File: src/rtl/txw_pkg.sv
package txw_pkg;

    typedef enum logic [2:0] {
        ST_IDLE,
        ST_RD_CTL,
        ST_RD_SIZE,
        ST_RD_BUF,
        ST_CHECK,
        ST_COPY,
        ST_WRBACK,
        ST_ADVANCE
    } walk_state_e;

    // Control-word bit positions that software and the engine share
    localparam int OWN_BIT  = 31;
    localparam int LAST_BIT = 29;
    localparam int WRAP_BIT = 21;

    // Descriptor geometry
    localparam int DESC_BYTES  = 32;
    localparam int OFS_CTL     = 0;
    localparam int OFS_SIZE    = 4;
    localparam int OFS_BUF     = 8;
    localparam int SIZE2_LSB   = 16;

endpackage

File: src/rtl/txw_desc_check.sv
module txw_desc_check #(
    parameter int SIZE_W    = 12,
    parameter int MAX_SEG   = 2048,
    parameter int FRAME_CAP = 8192,
    parameter int LEN_W     = 13
) (
    input  logic [31:0]       size_word,
    input  logic [LEN_W-1:0]  acc_len,
    output logic [SIZE_W-1:0] seg_len,
    output logic [LEN_W-1:0]  total_len,
    output logic              accept
);
    import txw_pkg::*;

    localparam logic [SIZE_W:0] MAX_SEG_V   = MAX_SEG[SIZE_W:0];
    localparam logic [LEN_W:0]  FRAME_CAP_V = FRAME_CAP[LEN_W:0];
    localparam int              PAD_W       = LEN_W + 1 - SIZE_W;

    logic [SIZE_W-1:0] second_len;
    logic [LEN_W:0]    sum;
    logic              seg_ok;
    logic              second_ok;
    logic              fits;

    always_comb begin
        seg_len    = size_word[SIZE_W-1:0];
        second_len = size_word[SIZE2_LSB +: SIZE_W];
        sum        = {1'b0, acc_len} + {{PAD_W{1'b0}}, seg_len};
        seg_ok     = ({1'b0, seg_len} <= MAX_SEG_V);
        second_ok  = (second_len == '0);
        fits       = (sum < FRAME_CAP_V);
        accept     = seg_ok && second_ok && fits;
        total_len  = sum[LEN_W-1:0];
    end

endmodule

File: src/rtl/txw_ring_ptr.sv
module txw_ring_ptr #(
    parameter int ADDR_W = 32
) (
    input  logic              clk,
    input  logic              rst_n,
    input  logic              load_base,
    input  logic [ADDR_W-1:0] base_in,
    input  logic              step,
    input  logic              wrap,
    output logic [ADDR_W-1:0] ptr,
    output logic [ADDR_W-1:0] base
);
    import txw_pkg::*;

    localparam logic [ADDR_W-1:0] STRIDE = ADDR_W'(DESC_BYTES);

    always_ff @(posedge clk) begin
        if (!rst_n) begin
            ptr  <= '0;
            base <= '0;
        end else if (load_base) begin
            ptr  <= base_in;
            base <= base_in;
        end else if (step) begin
            ptr  <= wrap ? base : ptr + STRIDE;
        end
    end

endmodule

File: src/rtl/txw_poll_latch.sv
module txw_poll_latch (
    input  logic clk,
    input  logic rst_n,
    input  logic poll,
    input  logic start,
    output logic pending
);

    always_ff @(posedge clk) begin
        if (!rst_n) begin
            pending <= 1'b0;
        end else if (start) begin
            pending <= 1'b0;
        end else if (poll) begin
            pending <= 1'b1;
        end
    end

endmodule

File: src/rtl/txw_status.sv
module txw_status (
    input  logic clk,
    input  logic rst_n,
    input  logic set,
    input  logic clr,
    output logic ti,
    output logic nis
);

    always_ff @(posedge clk) begin
        if (!rst_n) begin
            ti  <= 1'b0;
            nis <= 1'b0;
        end else if (set) begin
            ti  <= 1'b1;
            nis <= 1'b1;
        end else if (clr) begin
            ti  <= 1'b0;
            nis <= 1'b0;
        end
    end

endmodule

File: src/rtl/txring_walker.sv
module txring_walker #(
    parameter int ADDR_W    = 32,
    parameter int SIZE_W    = 12,
    parameter int MAX_SEG   = 2048,
    parameter int FRAME_CAP = 8192,
    parameter int LEN_W     = $clog2(FRAME_CAP)
) (
    input  logic              clk,
    input  logic              rst_n,
    input  logic              poll_i,
    input  logic              base_wr_i,
    input  logic [ADDR_W-1:0] base_addr_i,
    output logic              mem_valid_o,
    output logic              mem_we_o,
    output logic [ADDR_W-1:0] mem_addr_o,
    output logic [31:0]       mem_wdata_o,
    input  logic              mem_ready_i,
    input  logic [31:0]       mem_rdata_i,
    output logic              copy_valid_o,
    output logic [ADDR_W-1:0] copy_addr_o,
    output logic [SIZE_W-1:0] copy_len_o,
    input  logic              copy_ready_i,
    output logic              frame_done_o,
    output logic [LEN_W-1:0]  frame_len_o,
    input  logic              stat_clr_i,
    output logic              stat_ti_o,
    output logic              stat_nis_o,
    output logic              busy_o,
    output logic [ADDR_W-1:0] cur_ptr_o
);
    import txw_pkg::*;

    walk_state_e state_q, state_d;

    logic [31:0]       ctl_q;
    logic [31:0]       size_q;
    logic [ADDR_W-1:0] buf_q;
    logic [LEN_W-1:0]  acc_q;
    logic [ADDR_W-1:0] base_q;
    logic [SIZE_W-1:0] seg_len;
    logic [LEN_W-1:0]  total_len;
    logic              accept;
    logic              pending;
    logic              start;
    logic              mem_done;
    logic              copy_done;
    logic              seg_last;
    logic              frame_fire;

    assign start      = (state_q == ST_IDLE) && (poll_i || pending);
    assign mem_done   = mem_valid_o && mem_ready_i;
    assign copy_done  = copy_valid_o && copy_ready_i;
    assign seg_last   = ctl_q[LAST_BIT];
    assign frame_fire = copy_done && seg_last;

    txw_desc_check #(
        .SIZE_W   (SIZE_W),
        .MAX_SEG  (MAX_SEG),
        .FRAME_CAP(FRAME_CAP),
        .LEN_W    (LEN_W)
    ) u_check (
        .size_word(size_q),
        .acc_len  (acc_q),
        .seg_len  (seg_len),
        .total_len(total_len),
        .accept   (accept)
    );

    txw_ring_ptr #(
        .ADDR_W(ADDR_W)
    ) u_ptr (
        .clk      (clk),
        .rst_n    (rst_n),
        .load_base(base_wr_i),
        .base_in  (base_addr_i),
        .step     (state_q == ST_ADVANCE),
        .wrap     (ctl_q[WRAP_BIT]),
        .ptr      (cur_ptr_o),
        .base     (base_q)
    );

    txw_poll_latch u_poll (
        .clk    (clk),
        .rst_n  (rst_n),
        .poll   (poll_i),
        .start  (start),
        .pending(pending)
    );

    txw_status u_stat (
        .clk  (clk),
        .rst_n(rst_n),
        .set  (frame_fire),
        .clr  (stat_clr_i),
        .ti   (stat_ti_o),
        .nis  (stat_nis_o)
    );

    // Next-state selection
    always_comb begin
        state_d = state_q;
        unique case (state_q)
            ST_IDLE:    if (start) state_d = ST_RD_CTL;
            ST_RD_CTL:  if (mem_done) state_d = mem_rdata_i[OWN_BIT] ? ST_RD_SIZE : ST_IDLE;
            ST_RD_SIZE: if (mem_done) state_d = ST_RD_BUF;
            ST_RD_BUF:  if (mem_done) state_d = ST_CHECK;
            ST_CHECK:   state_d = accept ? ST_COPY : ST_IDLE;
            ST_COPY:    if (copy_done) state_d = ST_WRBACK;
            ST_WRBACK:  if (mem_done) state_d = ST_ADVANCE;
            ST_ADVANCE: state_d = ST_RD_CTL;
            default:    state_d = ST_IDLE;
        endcase
    end

    // State register
    always_ff @(posedge clk) begin
        if (!rst_n) state_q <= ST_IDLE;
        else        state_q <= state_d;
    end

    // Outputs decoded from state
    always_comb begin
        mem_valid_o  = 1'b0;
        mem_we_o     = 1'b0;
        mem_addr_o   = cur_ptr_o;
        mem_wdata_o  = ctl_q;
        mem_wdata_o[OWN_BIT] = 1'b0;
        copy_valid_o = 1'b0;
        busy_o       = 1'b1;
        unique case (state_q)
            ST_IDLE:    busy_o = 1'b0;
            ST_RD_CTL: begin
                mem_valid_o = 1'b1;
                mem_addr_o  = cur_ptr_o + ADDR_W'(OFS_CTL);
            end
            ST_RD_SIZE: begin
                mem_valid_o = 1'b1;
                mem_addr_o  = cur_ptr_o + ADDR_W'(OFS_SIZE);
            end
            ST_RD_BUF: begin
                mem_valid_o = 1'b1;
                mem_addr_o  = cur_ptr_o + ADDR_W'(OFS_BUF);
            end
            ST_CHECK:   ;
            ST_COPY:    copy_valid_o = 1'b1;
            ST_WRBACK: begin
                mem_valid_o = 1'b1;
                mem_we_o    = 1'b1;
                mem_addr_o  = cur_ptr_o + ADDR_W'(OFS_CTL);
            end
            ST_ADVANCE: ;
            default:    busy_o = 1'b0;
        endcase
        copy_addr_o = buf_q;
        copy_len_o  = seg_len;
    end

    // Descriptor capture, frame accumulation and completion pulse
    always_ff @(posedge clk) begin
        if (!rst_n) begin
            ctl_q        <= '0;
            size_q       <= '0;
            buf_q        <= '0;
            acc_q        <= '0;
            frame_done_o <= 1'b0;
            frame_len_o  <= '0;
        end else begin
            frame_done_o <= 1'b0;
            if (start) acc_q <= '0;
            if (mem_done && state_q == ST_RD_CTL)  ctl_q  <= mem_rdata_i;
            if (mem_done && state_q == ST_RD_SIZE) size_q <= mem_rdata_i;
            if (mem_done && state_q == ST_RD_BUF)  buf_q  <= mem_rdata_i[ADDR_W-1:0];
            if (copy_done) begin
                if (seg_last) begin
                    acc_q        <= '0;
                    frame_done_o <= 1'b1;
                    frame_len_o  <= total_len;
                end else begin
                    acc_q <= total_len;
                end
            end
        end
    end

endmodule

File: config.mk
export PLATFORM = sky130hd
export DESIGN_NAME = txring_walker
export DESIGN_NICKNAME = d
export VERILOG_FILES = /design/src/rtl/txw_pkg.sv /design/src/rtl/txw_desc_check.sv /design/src/rtl/txw_ring_ptr.sv /design/src/rtl/txw_poll_latch.sv /design/src/rtl/txw_status.sv /design/src/rtl/txring_walker.sv
export SDC_FILE = /design/constraint.sdc
export NUM_CORES = 1
export LEC_CHECK = 0
export BUFFER_PORTS_ARGS = -buffer_cell sky130_fd_sc_hd__buf_2
export CORE_UTILIZATION = 30
export DETAILED_ROUTE_END_ITERATION = 8
export GPL_TIMING_DRIVEN = 0
export PLACE_DENSITY = 0.61
export SLEW_MARGIN = 5
export SYNTH_ARGS = -nofsm -noshare
export SYNTH_HDL_FRONTEND = slang
export SYNTH_HIERARCHICAL = 1
export SYNTH_SLANG_ARGS = --single-unit
File: constraint.sdc
create_clock -name clk -period 2.85 [get_ports clk]
set_input_delay 0.285 -clock clk [delete_from_list [all_inputs] [get_ports clk]]
set_output_delay 0.285 -clock clk [all_outputs]
set_load 0.03 [all_outputs]
==> flow_metrics.env <==
export IMPL_rows=64
export IMPL_cts_made_buffers=17
export IMPL_hold_violations=0
export IMPL_n_antenna_cell=0
export IMPL_cts_hold_buf=0
export IMPL_final_nets=1528
export IMPL_top_usage_layer="met2"
export IMPL_worstMarginPinSlew_ns=0.810
export IMPL_syn_nets=1279
export IMPL_clock_skew_ns=0.0115
export IMPL_multi_input_area_um2=5350
export IMPL_min_period_ns=2.69
export IMPL_die_w_um=180
export IMPL_cts_buffer_depth=2
export IMPL_dp_hpwl_um=25000
export IMPL_ir_worst_vdd_v=0.000337
export IMPL_cap_violations=0
export IMPL_drtAntennaViolNets=0
export IMPL_slew_violations=0
export IMPL_seqCellArea_um2=3670
export IMPL_root_buffer="clkbuf_16"
export IMPL_clkLatencyLatePin_ns=0.44
export IMPL_ioPinCount=231
export IMPL_drc=0
export IMPL_clkSinkCount=183
export IMPL_areaGrowthSynthToFinish_pct=24.0
export IMPL_slew_headroom_pct=46.0
export IMPL_critPathMaxFanout=12
export IMPL_gp_congestion=0.906
export IMPL_drive_gt1_share_pct=22.8
export IMPL_max_freq_mhz=372
export IMPL_grt_pass1_vias=8952
export IMPL_power_density_nw_per_um2=512
export IMPL_start_util_pct=30.8
export IMPL_dr_pass1_iters=6
export IMPL_run_status="finished, final reports clean"
export IMPL_cp_data_arrival_time_ns=2.40
export IMPL_p_total_mw=6.07
export IMPL_globalRouteTotalUtil_pct=20.4
export IMPL_timing_final_crit_share_pct=94.3
export IMPL_hold_path_class="input port to flip-flop"
export IMPL_syn_area_per_cell_um2=8.01
export IMPL_die_h_um=180
export IMPL_vias=9540
export IMPL_wl_per_cell_um=17.9
export IMPL_fill_cells=3273
export IMPL_cts_tree="built"
export IMPL_dieArea_um2=32600
export IMPL_rsz0062_at_grt="false"
export IMPL_cts_max_level=4
export IMPL_setup_viol=0
export IMPL_met3_usage_pct=4.59
export IMPL_grt_pass1_wl_um=51700
export IMPL_synth_warnings=6
export IMPL_coreArea_um2=31000
export IMPL_syn_inst=1192
export IMPL_gr_usage_met2_pct=31.4
export IMPL_syn_area_um2=9550
export IMPL_grt_max_degree=19
export IMPL_critical_path_class="flip-flop to output port"
export IMPL_leakagePower_nw=5.00
export IMPL_grt_use_met1_pct=27.7
export IMPL_overflow=0
export IMPL_antenna_found_initial=1
export IMPL_drt_total_wl_um=33100
export IMPL_portBuffers=229
export IMPL_via_per_inst=5.16
export IMPL_start_kind="flip-flop"
export IMPL_crit_path_end_kind="output port"
export IMPL_postLayoutCoreUtil_pct=38.2
export IMPL_worstPathRequired_ns=2.57
export IMPL_drtIter0Drc=853
export IMPL_cts_clk_slew_worst_paths_ns=0.07
==> area by class of cell <==
| cell class | count | share of cell area, % |
|---|---|---|
| sequential | 183 | 31.0 |
| buffer | 100 | 4.30 |
| timing repair buffer | 230 | 9.74 |
| inverter | 14 | 0.444 |
| clock buffer | 19 | 3.82 |
| clock inverter | 13 | 1.31 |
| multi-input combinational | 895 | 45.2 |
| tap | 396 | 4.18 |
==> worst paths after layout <==
check,cells past startpoint,startpoint,to,slack [ns]
setup / recovery,5,u_ptr/ptr[20],mem_addr_o[26],0.16
hold reg to reg,2,size_q[19],size_q[19],0.46
setup reg to reg,7,state_q[2],u_ptr/ptr[18],0.17
hold / removal,3,mem_rdata_i[30],ctl_q[30],0.1
==> stage by stage <==
stage	setup TNS [ns]	hold slack [ns]	worst slack, ns	area (µm²)	instances
4_1_cts	0	0.0766	0.0107	11800	1850
3_5_place_dp	-0.209	0.444	-0.167	11200	1817
5_1_grt	0	0.0865	0.00630	11800	1850
3_3_place_gp	-0.502	0.442	-0.136	11200	1817
2_1_floorplan	0	0.402	0.440	9550	1192
6_report	0	0.0971	0.162	11800	1850
==> placed cells by master, fill, tap and decap left out, types with 5 or more instances in the layout <==
master / n
nand2_1: 299
buf_2: 245
dfxtp_1: 176
a21boi_0: 114
o21ai_0: 49
clkbuf_1: 48
nand3_1: 41
nor2_1: 38
a21boi_1: 29
xnor2_1: 25
nor2b_1: 25
buf_4: 23
a21oi_1: 23
nand4_1: 19
nor3_1: 19
and3_1: 17
clkbuf_16: 17
ha_1: 15
inv_1: 14
mux2i_1: 14
xor2_1: 14
nor4_1: 12
a31oi_1: 12
o31ai_1: 12
a211oi_1: 11
and2_1: 8
o211ai_1: 8
clkbuf_2: 7
and3b_1: 7
nand3b_1: 7
dfxtp_2: 7
nor3b_1: 6
and4_1: 6
inv_8: 5
==> where the power goes <==
group          switching, mW  internal [mW]
combinational          0.572          0.286
clock                   1.16           1.30
sequential             0.104           2.65
total                   1.83           4.23
==> critical path, cell delays in order, from the launching register on <==
cell and delay [ns]:
dfxtp_1 0.59, nand4_1 0.37, nor4_1 0.38, nand3_1 0.12, mux2_1 0.32, buf_2 0.18
==> layer usage <==
layer  wire length (µm)  share of wire, %  vias up
li1                   -                 -     4647
met1              15100                46     4435
met2              14500                44      402
met3               2560               7.7       54
met4                902               2.7        2
met5                 17             0.051        -
==> flip-flops by register name, summed over array words and instances, names as in the netlist <==
signal          cells
copy_addr_o        32
frame_len_o        13
u_ptr/ptr          32
u_ptr/base         32
state_q             3
acc_q              13
u_stat/nis          1
size_q             24
ctl_q              31
u_poll/pending      1
frame_done_o        1
==> timing repair <==
item	in CTS	in global routing
setup buffers	1	0
endpoints found under the setup margin	25	42
cloned	0	0
resized for setup	7	14
pin swaps	2	0
Note: power is estimated with default switching activity, not from simulation.
